`src/rtl/flash_sr_pkg.sv`:
```
package flash_sr_pkg;
  localparam int DATA_W = 32;
  localparam int BE_W   = DATA_W / 8;

  localparam int BIT_DONE  = 0;
  localparam int BIT_OPER  = 1;
  localparam int BIT_PROG  = 3;
  localparam int BIT_WPROT = 4;
  localparam int BIT_ALIGN = 5;
  localparam int BIT_SIZE  = 6;
  localparam int BIT_SEQ   = 7;
  localparam int BIT_MISS  = 8;
  localparam int BIT_FAST  = 9;
  localparam int BIT_PRD   = 14;
  localparam int BIT_OPTV  = 15;
  localparam int BIT_BUSY  = 16;

  // flags cleared by writing one
  localparam logic [DATA_W-1:0] W1C_MASK =
      (DATA_W'(1) << BIT_DONE)  | (DATA_W'(1) << BIT_OPER)  |
      (DATA_W'(1) << BIT_PROG)  | (DATA_W'(1) << BIT_WPROT) |
      (DATA_W'(1) << BIT_ALIGN) | (DATA_W'(1) << BIT_SIZE)  |
      (DATA_W'(1) << BIT_SEQ)   | (DATA_W'(1) << BIT_MISS)  |
      (DATA_W'(1) << BIT_FAST)  | (DATA_W'(1) << BIT_PRD)   |
      (DATA_W'(1) << BIT_OPTV);

  localparam logic [DATA_W-1:0] RD_MASK = W1C_MASK | (DATA_W'(1) << BIT_BUSY);

  // errors that make a later flash write a sequence error
  localparam logic [DATA_W-1:0] PEND_MASK =
      (DATA_W'(1) << BIT_PROG)  | (DATA_W'(1) << BIT_SIZE)  |
      (DATA_W'(1) << BIT_ALIGN) | (DATA_W'(1) << BIT_WPROT) |
      (DATA_W'(1) << BIT_MISS)  | (DATA_W'(1) << BIT_FAST);

  typedef struct packed {
    logic op_done;
    logic op_err;
    logic prog_err;
    logic wprot_err;
    logic align_err;
    logic size_err;
    logic miss_err;
    logic flash_wr;
    logic prot_rd;
    logic opt_bad;
  } sr_ev_t;
endpackage

```
`src/rtl/flash_sr_set_logic.sv`:
```
module flash_sr_set_logic
  import flash_sr_pkg::*;
(
  input  sr_ev_t              ev_i,
  input  logic                pg_en_i,
  input  logic                fast_en_i,
  input  logic [DATA_W-1:0]   flags_i,
  output logic [DATA_W-1:0]   set_o
);
  logic pending;
  logic fast_abort;
  logic seq_err;

  assign pending    = |(flags_i & PEND_MASK);
  assign fast_abort = fast_en_i &
                      (ev_i.align_err | ev_i.size_err | ev_i.wprot_err | ev_i.miss_err);
  assign seq_err    = ev_i.flash_wr & (~(pg_en_i | fast_en_i) | pending);

  always_comb begin
    set_o            = '0;
    set_o[BIT_DONE]  = ev_i.op_done;
    set_o[BIT_OPER]  = ev_i.op_err;
    set_o[BIT_PROG]  = ev_i.prog_err;
    set_o[BIT_WPROT] = ev_i.wprot_err;
    set_o[BIT_ALIGN] = ev_i.align_err;
    set_o[BIT_SIZE]  = ev_i.size_err;
    set_o[BIT_SEQ]   = seq_err;
    set_o[BIT_MISS]  = ev_i.miss_err;
    set_o[BIT_FAST]  = fast_abort;
    set_o[BIT_PRD]   = ev_i.prot_rd;
    set_o[BIT_OPTV]  = ev_i.opt_bad;
  end
endmodule

```
`src/rtl/flash_sr_bus.sv`:
```
module flash_sr_bus
  import flash_sr_pkg::*;
#(
  parameter int ADDR_W     = 8,
  parameter int REG_OFFSET = 'h10
) (
  input  logic [ADDR_W-1:0] addr_i,
  input  logic              wr_en_i,
  input  logic              rd_en_i,
  input  logic [BE_W-1:0]   be_i,
  input  logic [DATA_W-1:0] wdata_i,
  input  logic [DATA_W-1:0] status_i,
  output logic              hit_o,
  output logic [DATA_W-1:0] clr_o,
  output logic [DATA_W-1:0] rdata_o
);
  localparam logic [ADDR_W-1:0] OFFS = ADDR_W'(REG_OFFSET);

  logic [DATA_W-1:0] lane_m;

  for (genvar l = 0; l < BE_W; l++) begin : g_lane
    assign lane_m[l*8 +: 8] = {8{be_i[l]}};
  end

  assign hit_o   = (addr_i == OFFS);
  assign clr_o   = (wr_en_i && hit_o) ? (wdata_i & lane_m & W1C_MASK) : '0;
  assign rdata_o = (rd_en_i && hit_o) ? (status_i & RD_MASK) : '0;
endmodule

```
`src/rtl/flash_sr_flags.sv`:
```
module flash_sr_flags
  import flash_sr_pkg::*;
(
  input  logic              clk_i,
  input  logic              rst_ni,
  input  logic [DATA_W-1:0] set_i,
  input  logic [DATA_W-1:0] clr_i,
  output logic [DATA_W-1:0] q_o
);
  logic [DATA_W-1:0] q;

  // set dominates clear
  always_ff @(posedge clk_i or negedge rst_ni) begin
    if (!rst_ni) q <= '0;
    else         q <= ((q & ~clr_i) | set_i) & W1C_MASK;
  end

  assign q_o = q;

  for (genvar k = 0; k < DATA_W; k++) begin : g_chk
    if (W1C_MASK[k]) begin : g_w1c
      a_r4_set_wins: assert property (@(posedge clk_i) disable iff (!rst_ni)
        set_i[k] |=> q[k]);
      a_r3_clear_one: assert property (@(posedge clk_i) disable iff (!rst_ni)
        (clr_i[k] && !set_i[k]) |=> !q[k]);
      a_r3_hold: assert property (@(posedge clk_i) disable iff (!rst_ni)
        (!clr_i[k] && !set_i[k]) |=> q[k] == $past(q[k]));
    end else begin : g_rsv
      a_r2_rsv_zero: assert property (@(posedge clk_i) disable iff (!rst_ni)
        !q[k]);
    end
  end
endmodule

```
`src/rtl/flash_status_reg.sv`:
```
module flash_status_reg
  import flash_sr_pkg::*;
#(
  parameter int ADDR_W     = 8,
  parameter int REG_OFFSET = 'h10
) (
  input  logic              clk_i,
  input  logic              rst_ni,
  input  logic [ADDR_W-1:0] addr_i,
  input  logic              wr_en_i,
  input  logic              rd_en_i,
  input  logic [3:0]        be_i,
  input  logic [31:0]       wdata_i,
  output logic [31:0]       rdata_o,
  input  logic              op_start_i,
  input  logic              op_done_i,
  input  logic              op_err_i,
  input  logic              prog_err_i,
  input  logic              wprot_err_i,
  input  logic              align_err_i,
  input  logic              size_err_i,
  input  logic              miss_err_i,
  input  logic              pg_en_i,
  input  logic              fast_en_i,
  input  logic              flash_wr_i,
  input  logic              prot_rd_i,
  input  logic              rd_irq_en_i,
  input  logic              opt_bad_i,
  output logic              irq_o
);
  sr_ev_t            ev;
  logic [DATA_W-1:0] flags_q;
  logic [DATA_W-1:0] set_v;
  logic [DATA_W-1:0] clr_v;
  logic [DATA_W-1:0] status;
  logic              hit;
  logic              busy_q;
  logic              op_end;

  assign ev = '{op_done:   op_done_i,
                op_err:    op_err_i,
                prog_err:  prog_err_i,
                wprot_err: wprot_err_i,
                align_err: align_err_i,
                size_err:  size_err_i,
                miss_err:  miss_err_i,
                flash_wr:  flash_wr_i,
                prot_rd:   prot_rd_i,
                opt_bad:   opt_bad_i};

  flash_sr_set_logic i_set (
    .ev_i      (ev),
    .pg_en_i   (pg_en_i),
    .fast_en_i (fast_en_i),
    .flags_i   (flags_q),
    .set_o     (set_v)
  );

  flash_sr_flags i_flags (
    .clk_i  (clk_i),
    .rst_ni (rst_ni),
    .set_i  (set_v),
    .clr_i  (clr_v),
    .q_o    (flags_q)
  );

  // busy: a new start overrides a finish in the same cycle
  assign op_end = op_done_i | op_err_i | prog_err_i | wprot_err_i |
                  align_err_i | size_err_i | miss_err_i;

  always_ff @(posedge clk_i or negedge rst_ni) begin
    if (!rst_ni) busy_q <= 1'b0;
    else         busy_q <= op_start_i | (busy_q & ~op_end);
  end

  always_comb begin
    status           = flags_q;
    status[BIT_BUSY] = busy_q;
  end

  flash_sr_bus #(
    .ADDR_W     (ADDR_W),
    .REG_OFFSET (REG_OFFSET)
  ) i_bus (
    .addr_i   (addr_i),
    .wr_en_i  (wr_en_i),
    .rd_en_i  (rd_en_i),
    .be_i     (be_i),
    .wdata_i  (wdata_i),
    .status_i (status),
    .hit_o    (hit),
    .clr_o    (clr_v),
    .rdata_o  (rdata_o)
  );

  assign irq_o = flags_q[BIT_PRD] & rd_irq_en_i;

  a_r5_busy_rise: assert property (@(posedge clk_i) disable iff (!rst_ni)
    op_start_i |=> rdata_o[BIT_BUSY] || !(rd_en_i && hit));
  a_r5_busy_fall: assert property (@(posedge clk_i) disable iff (!rst_ni)
    (op_end && !op_start_i) |=> !busy_q);
  a_r7_fast_pair: assert property (@(posedge clk_i) disable iff (!rst_ni)
    (fast_en_i && (align_err_i || miss_err_i)) |=> flags_q[BIT_FAST]);
  a_r9_seq_pending: assert property (@(posedge clk_i) disable iff (!rst_ni)
    (flash_wr_i && (flags_q & PEND_MASK) != '0) |=> flags_q[BIT_SEQ]);
  a_r10_irq: assert property (@(posedge clk_i) disable iff (!rst_ni)
    (prot_rd_i && rd_irq_en_i) ##1 rd_irq_en_i |-> irq_o);
  a_r11_opt_sticky: assert property (@(posedge clk_i) disable iff (!rst_ni)
    opt_bad_i |=> flags_q[BIT_OPTV]);
  a_r12_miss_ignored: assert property (@(posedge clk_i) disable iff (!rst_ni)
    (wr_en_i && !hit && set_v == '0) |=> $stable(flags_q));
  a_r2_rsv_read: assert property (@(posedge clk_i) disable iff (!rst_ni)
    (rdata_o & ~RD_MASK) == '0);
endmodule

```
`config.mk`:
```
export PLATFORM = sky130hd
export DESIGN_NAME = flash_status_reg
export DESIGN_NICKNAME = d
export VERILOG_FILES = /design/src/rtl/flash_sr_pkg.sv /design/src/rtl/flash_sr_set_logic.sv /design/src/rtl/flash_sr_bus.sv /design/src/rtl/flash_sr_flags.sv /design/src/rtl/flash_status_reg.sv
export SDC_FILE = /design/constraint.sdc
export NUM_CORES = 1
export LEC_CHECK = 0
export BUFFER_PORTS_ARGS = -buffer_cell sky130_fd_sc_hd__buf_2
export CORE_UTILIZATION = 33
export DETAILED_ROUTE_END_ITERATION = 8
export PLACE_DENSITY = 0.87
export SKIP_LAST_GASP = 1
export SYNTH_ARGS = -nofsm -noshare
export SYNTH_HDL_FRONTEND = slang
export SYNTH_SLANG_ARGS = --single-unit
export TNS_END_PERCENT = 50
```
`constraint.sdc`:
```
create_clock -name clk_i -period 1.82 [get_ports clk_i]
set_input_delay 0 -clock clk_i [delete_from_list [all_inputs] [get_ports clk_i]]
set_output_delay 0 -clock clk_i [all_outputs]
set_load 0.03 [all_outputs]
```
Yosys cells after proc, flatten, opt, wreduce, memory -nomap -nowiden
Cells that the tools add are included.
- multiplexer cells: 2
- shift-type cells: 0
- add/subtract/negate cells: 0
- $lt $le $gt $ge: 0
- $mul: 0
- reduce and logical (&&, ||, !) cells: 3
- divide/modulo/power cells: 0
- equal/unequal tests: 1
- bitwise gates (word level): 22
- operators by type and width (kind ; number):
    $and 16x16->16 ; 2
    $mux 17 ; 1
    $mux 16 ; 1
    $not 16->16 ; 1
    $or 16x16->16 ; 1
    $or 1x1->1 ; 12
    $eq 8x5->1 const B ; 1
    $reduce_or 6->1 ; 1
    $and 1x1->1 ; 4
    $logic_and 1x1->1 ; 2
    $not 1->1 ; 2
- input bits: 62
- output and inout port bits: 33
- bits in latches: 0
- bits in read-only memories: 0
- word-level logic and storage cells: 30
- bits in writable memories: 0
- memories kept: 0
- register bits: 12

Longest topological paths before layout
- depth after elaboration: 9
- gate-level depth with buffers: 5
- depth with buffers taken out: 3

Cells and area by module
Synthesis repeated with hierarchy kept, for this count alone.
- cell total of the unflattened synthesis: 196
- area, all modules: 1644.1 um2
- by module, submodules not included (module ; times used ; cells each ; area an instance (um2) ; sequential area each (um2)):
    flash_sr_bus ; 1 ; 99 ; 745.7 ; 0.0
    flash_sr_flags ; 1 ; 55 ; 560.5 ; 275.3
    flash_sr_set_logic ; 1 ; 37 ; 277.8 ; 0.0
    flash_status_reg ; 1 ; 5 ; 60.1 ; 25.0

Worst setup path before layout
OpenSTA, ideal clock, no wires.
- kind: register -> register
- start point: register i_flags.q[8] (netlist: i_flags.q_o[8])
- end point: register i_flags.q[7] (netlist: i_flags.q_o[7])
- period minus slack after synthesis: 1.285 ns
- buffers on the path: 0
- required time: 1.689 ns
- setup time: 0.131 ns
- cell stages (with the launch flop): 4
- setup slack: 0.535 ns
- data arrival time: 1.154 ns
- cells stage by stage: dfrtp_1 > or4_1 > o41ai_1 > nand2_1
- word-level cells in the longest chain between the ends: 4
- RTL lines (what ; RTL line ; text):
    start, declared ; flash_sr_flags.sv:10 ; logic [DATA_W-1:0] q;
    start signal, assigned ; flash_sr_flags.sv:15 ; else q <= ((q & ~clr_i) | set_i) & W1C_MASK;
    $reduce_or 6->1 ; flash_sr_set_logic.sv:14 ; assign pending = |(flags_i & PEND_MASK);
    $or 1x1->1 ; flash_sr_set_logic.sv:17 ; assign seq_err = ev_i.flash_wr & (~(pg_en_i | fast_en_i) | pending);
    $and 1x1->1 ; flash_sr_set_logic.sv:17 ;
    $or 16x16->16 ; flash_sr_flags.sv:15 ;
Every way passes these cells.

Worst setup path after layout
- start point: input port addr_i[5]
- end point: register i_flags.q[14] (netlist: i_flags.q_o[14])
- word-level cells in the longest chain between the ends: 6
- RTL lines (what ; RTL line ; text):
    start, declared ; flash_status_reg.sv:9 ; input logic [ADDR_W-1:0] addr_i,
    $eq 8x5->1 ; flash_sr_bus.sv:25 ; assign hit_o = (addr_i == OFFS);
    $logic_and 1x1->1 ; flash_sr_bus.sv:26 ; assign clr_o = (wr_en_i && hit_o) ? (wdata_i & lane_m & W1C_MASK) : '0;
    $mux 16 ; flash_sr_bus.sv:26 ;
    $not 16->16 ; flash_sr_flags.sv:15 ;
    $and 16x16->16 ; flash_sr_flags.sv:15 ;
    $or 16x16->16 ; flash_sr_flags.sv:15 ;
Every way passes these cells.

==> run_results.csv <==
group,metric,value,unit
min_path,hold_class,"input port to flop",
status,run_status,"finished clean",
layout,antenna_diode_count,0,
drt,drtIter0Drc,13,
sta,timing.fmax,634.0,MHz
synthesis,synth-warning-count,0,
clock_tree,clock_insertion_delay_worst_skew,0.26,ns
sta,grt_setup_unrepaired,"false",
sta,timing.final.setup_violations,0,
worst_setup_path,critPathMaxStageDelay,0.63,ns
layout,design.final.nets,224,
placed_design,worst_slack_placed,0.2714,ns
synthesis,syn_avg_cell_area,8.824,um^2
drt,drcViolationCount,0,
sta,min_period_over_period,86.66,%
layout,layout.filler_cells,209,
layout,mostFrequentLayoutCells,"51 x sky130_fd_sc_hd__buf_2, 20 x sky130_fd_sc_hd__conb_1, 16 x sky130_fd_sc_hd__dlygate4sd3_1",
drt,num_vias,887,
synthesis,ys_seq_area_share,35.45,%
synthesis,synth.lib_cells_used.distinct,25,
sta,timing_max_transition_violations_final,0,
clock_tree,clockRootBuffer,"sky130_fd_sc_hd__clkbuf_4",
power,power_density,516.2,nW/um^2
global_route,grt_antenna_before_repair,0,
floorplan,floorplan.core_area,2318,um^2
worst_setup_path,timing.critical_path.required,1.97,ns
synthesis,synth.cell_area,847.1,um^2
drt,post_drt_via_cell_ratio,4.693,
worst_setup_path,critical-path-slowest-cell,"sky130_fd_sc_hd__or4b_4",
worst_setup_path,timing.critical_path.to_type,"flop",
sta,period_minus_slack,1.577,ns
clock_tree,cts_sinks,12,
synthesis,synth_enable_flop_cells,0,
floorplan,boundaryPins,95,
global_route,grt.overflow.total,0,
sta,fin_skew,0.0005918,ns
worst_setup_path,arrival,1.73,ns
worst_setup_path,critical_path_peak_fanout,10,
placed_design,number_of_buffers_added_on_ports,51,
placed_design,dpl.hpwl,1599,um
sta,setup-tns-final,0,ns
worst_setup_path,setup.worst_path.start_class,"input port",
synthesis,postSynth.asyncResetShare,100.0,%
drt,routed_wirelength_normalized_by_instance_count,12.04,um
layout,post_route_cells_drive_above_1_share,36.65,%
synthesis,synthCells,96,
floorplan,dieArea,2774,um^2
clock_tree,clk_pin_slew,0.07,ns
clock_tree,tritoncts.num_buffers,3,
floorplan,die_y,52.67,um
floorplan,std_cell_rows,17,
sta,finalHoldViolCount,0,
layout,area.growth.synth_to_final,44.90,%
floorplan,floorplan.die.width,52.67,um
worst_setup_path,timing.setup.critical_path_class,"input port to flop",
clock_tree,clock_tree_from_tritoncts,"built",
synthesis,synth-seq-cells,12,
synthesis,fraction_of_synthesized_cell_area_taken_by_the_top_area_cell_type,35.45,%
placed_design,routabilityCongestion,0.7335,
synthesis,synth_top_flop_cell,"sky130_fd_sc_hd__dfrtp_1",
power,peakVddDrop,0.0002988,V
clock_tree,clockBufferDepth,2,
layout,mostFrequentLayoutCell,"sky130_fd_sc_hd__buf_2",
drt,route.final.wire_length,2276,um
clock_tree,clock_tree.htree_level_count,1,
floorplan,initial_core_util,36.54,%
power,leak_pwr,0.6270,nW
global_route,grt_start_max_net_pins,13,
drt,ant_nets,0,
run,max_cap_violations,0,
synthesis,yosysTopAreaCell,"sky130_fd_sc_hd__dfrtp_1",
sta,layout_setup_ws,0.2428,ns
synthesis,yosys-top-cells-area,"sky130_fd_sc_hd__dfrtp_1 35%, sky130_fd_sc_hd__buf_4 18%, sky130_fd_sc_hd__and3_1 8.9%",
drt,drt_first_pass_iters,4,
global_route,grt.total_usage,16.51,%
worst_setup_path,critical_path.cell_chain,"buf_2, or4b_4, nor3_2, a31oi_1, dlygate4sd3_1",
global_route,first_global_vias,783,
global_route,grt_first_pass_wirelength,3201,um
critical path, delay by kind of cell:
kind / cells / cell delay, ns
AO/OA/AOI/OAI: 1 / 0.14
buffers and inverters: 2 / 0.66
AND/OR/NAND/NOR: 2 / 0.92
flip-flops by register name, summed over array words and instances (netlist names):
| name | cells |
|---|---|
| i_flags.q_o | 11 |
| busy_q | 1 |
cell usage after synthesis (2+ instances only):
| library cell | instances |
|---|---|
| sky130_fd_sc_hd__inv_1 | 4 |
| sky130_fd_sc_hd__nor2_1 | 4 |
| sky130_fd_sc_hd__nand3_1 | 8 |
| sky130_fd_sc_hd__or4_1 | 2 |
| sky130_fd_sc_hd__nand2b_1 | 6 |
| sky130_fd_sc_hd__a31oi_1 | 3 |
| sky130_fd_sc_hd__buf_4 | 20 |
| sky130_fd_sc_hd__nand2_1 | 2 |
| sky130_fd_sc_hd__buf_6 | 2 |
| sky130_fd_sc_hd__o31ai_1 | 8 |
| sky130_fd_sc_hd__dfrtp_1 | 12 |
| sky130_fd_sc_hd__and3_1 | 12 |
final timing paths:
kind                           startpoint               to  slack, ns  cells past startpoint
min reg2reg                i_flags.q_o[7]   i_flags.q_o[7]       0.50                      2
max                             addr_i[5]  i_flags.q_o[14]       0.24                      5
min in group asynchronous          rst_ni   i_flags.q_o[3]       0.15                      2
max reg2reg                i_flags.q_o[8]   i_flags.q_o[7]       0.39                      3
max in group asynchronous          rst_ni   i_flags.q_o[5]       1.46                      2
min                            wdata_i[0]   i_flags.q_o[0]       0.05                      4
metrics by stage:
stage	power, mW	hold slack, ns	area, um^2	std cells	util (%)
3_3_place_gp	0.4054	-0.1080	1023	169	44.14
6_report	0.6336	0.04511	1227	189	52.94
4_1_cts	0.6347	0.04395	1220	189	52.62
2_1_floorplan	0.3867	-0.2956	918.4	115	-
3_5_place_dp	0.4061	-0.1096	1023	169	44.14
5_1_grt	0.6585	0.04999	1227	189	52.94
cell type report:
class                      count  area [um^2]  share of cell area [%]
clock buffer                   4        36.28                   2.956
inverter                       4        15.01                   1.223
multi-input combinational     74        425.4                   34.66
sequential                    12        300.3                   24.46
tap                           28        35.03                   2.854
timing repair buffer          67        415.4                   33.84
routing by layer:
metal  track usage [%]  part of all wire [%]  vias to the layer above
met5                 0                     0                        -
met2             32.28                    50                       53
met4             9.211                   1.6                        0
met1             15.59                    40                      400
li1                  -                     -                      430
met3             3.188                   8.8                        4
power by group:
| group | internal [mW] | switching [mW] | total (mW) |
|---|---|---|---|
| registers | 0.268 | 0.000667 | 0.268 |
| clock network | 0.121 | 0.0864 | 0.208 |
| logic | 0.0584 | 0.0991 | 0.158 |
timing repair:
item	CTS	global route
setup endpoints to repair	0	1
hold buffers	16	0
setup buffers	0	0
gates resized for setup	0	2
endpoints found under the hold margin	24	0
cell families (layout without fill, tap and decap cells):
logic type | Yosys count | count (layout) | synth area share [%]
DFF | 12 | 12 | 35.45
buffers and inverters | 29 | 75 | 23.63
other | 1 | 20 | 0.4427
and+or+nand+nor | 40 | 40 | 28.66
AOI/OAI and AO/OA | 14 | 14 | 11.82
No activity file was read; power rests on OpenSTA's default activity.
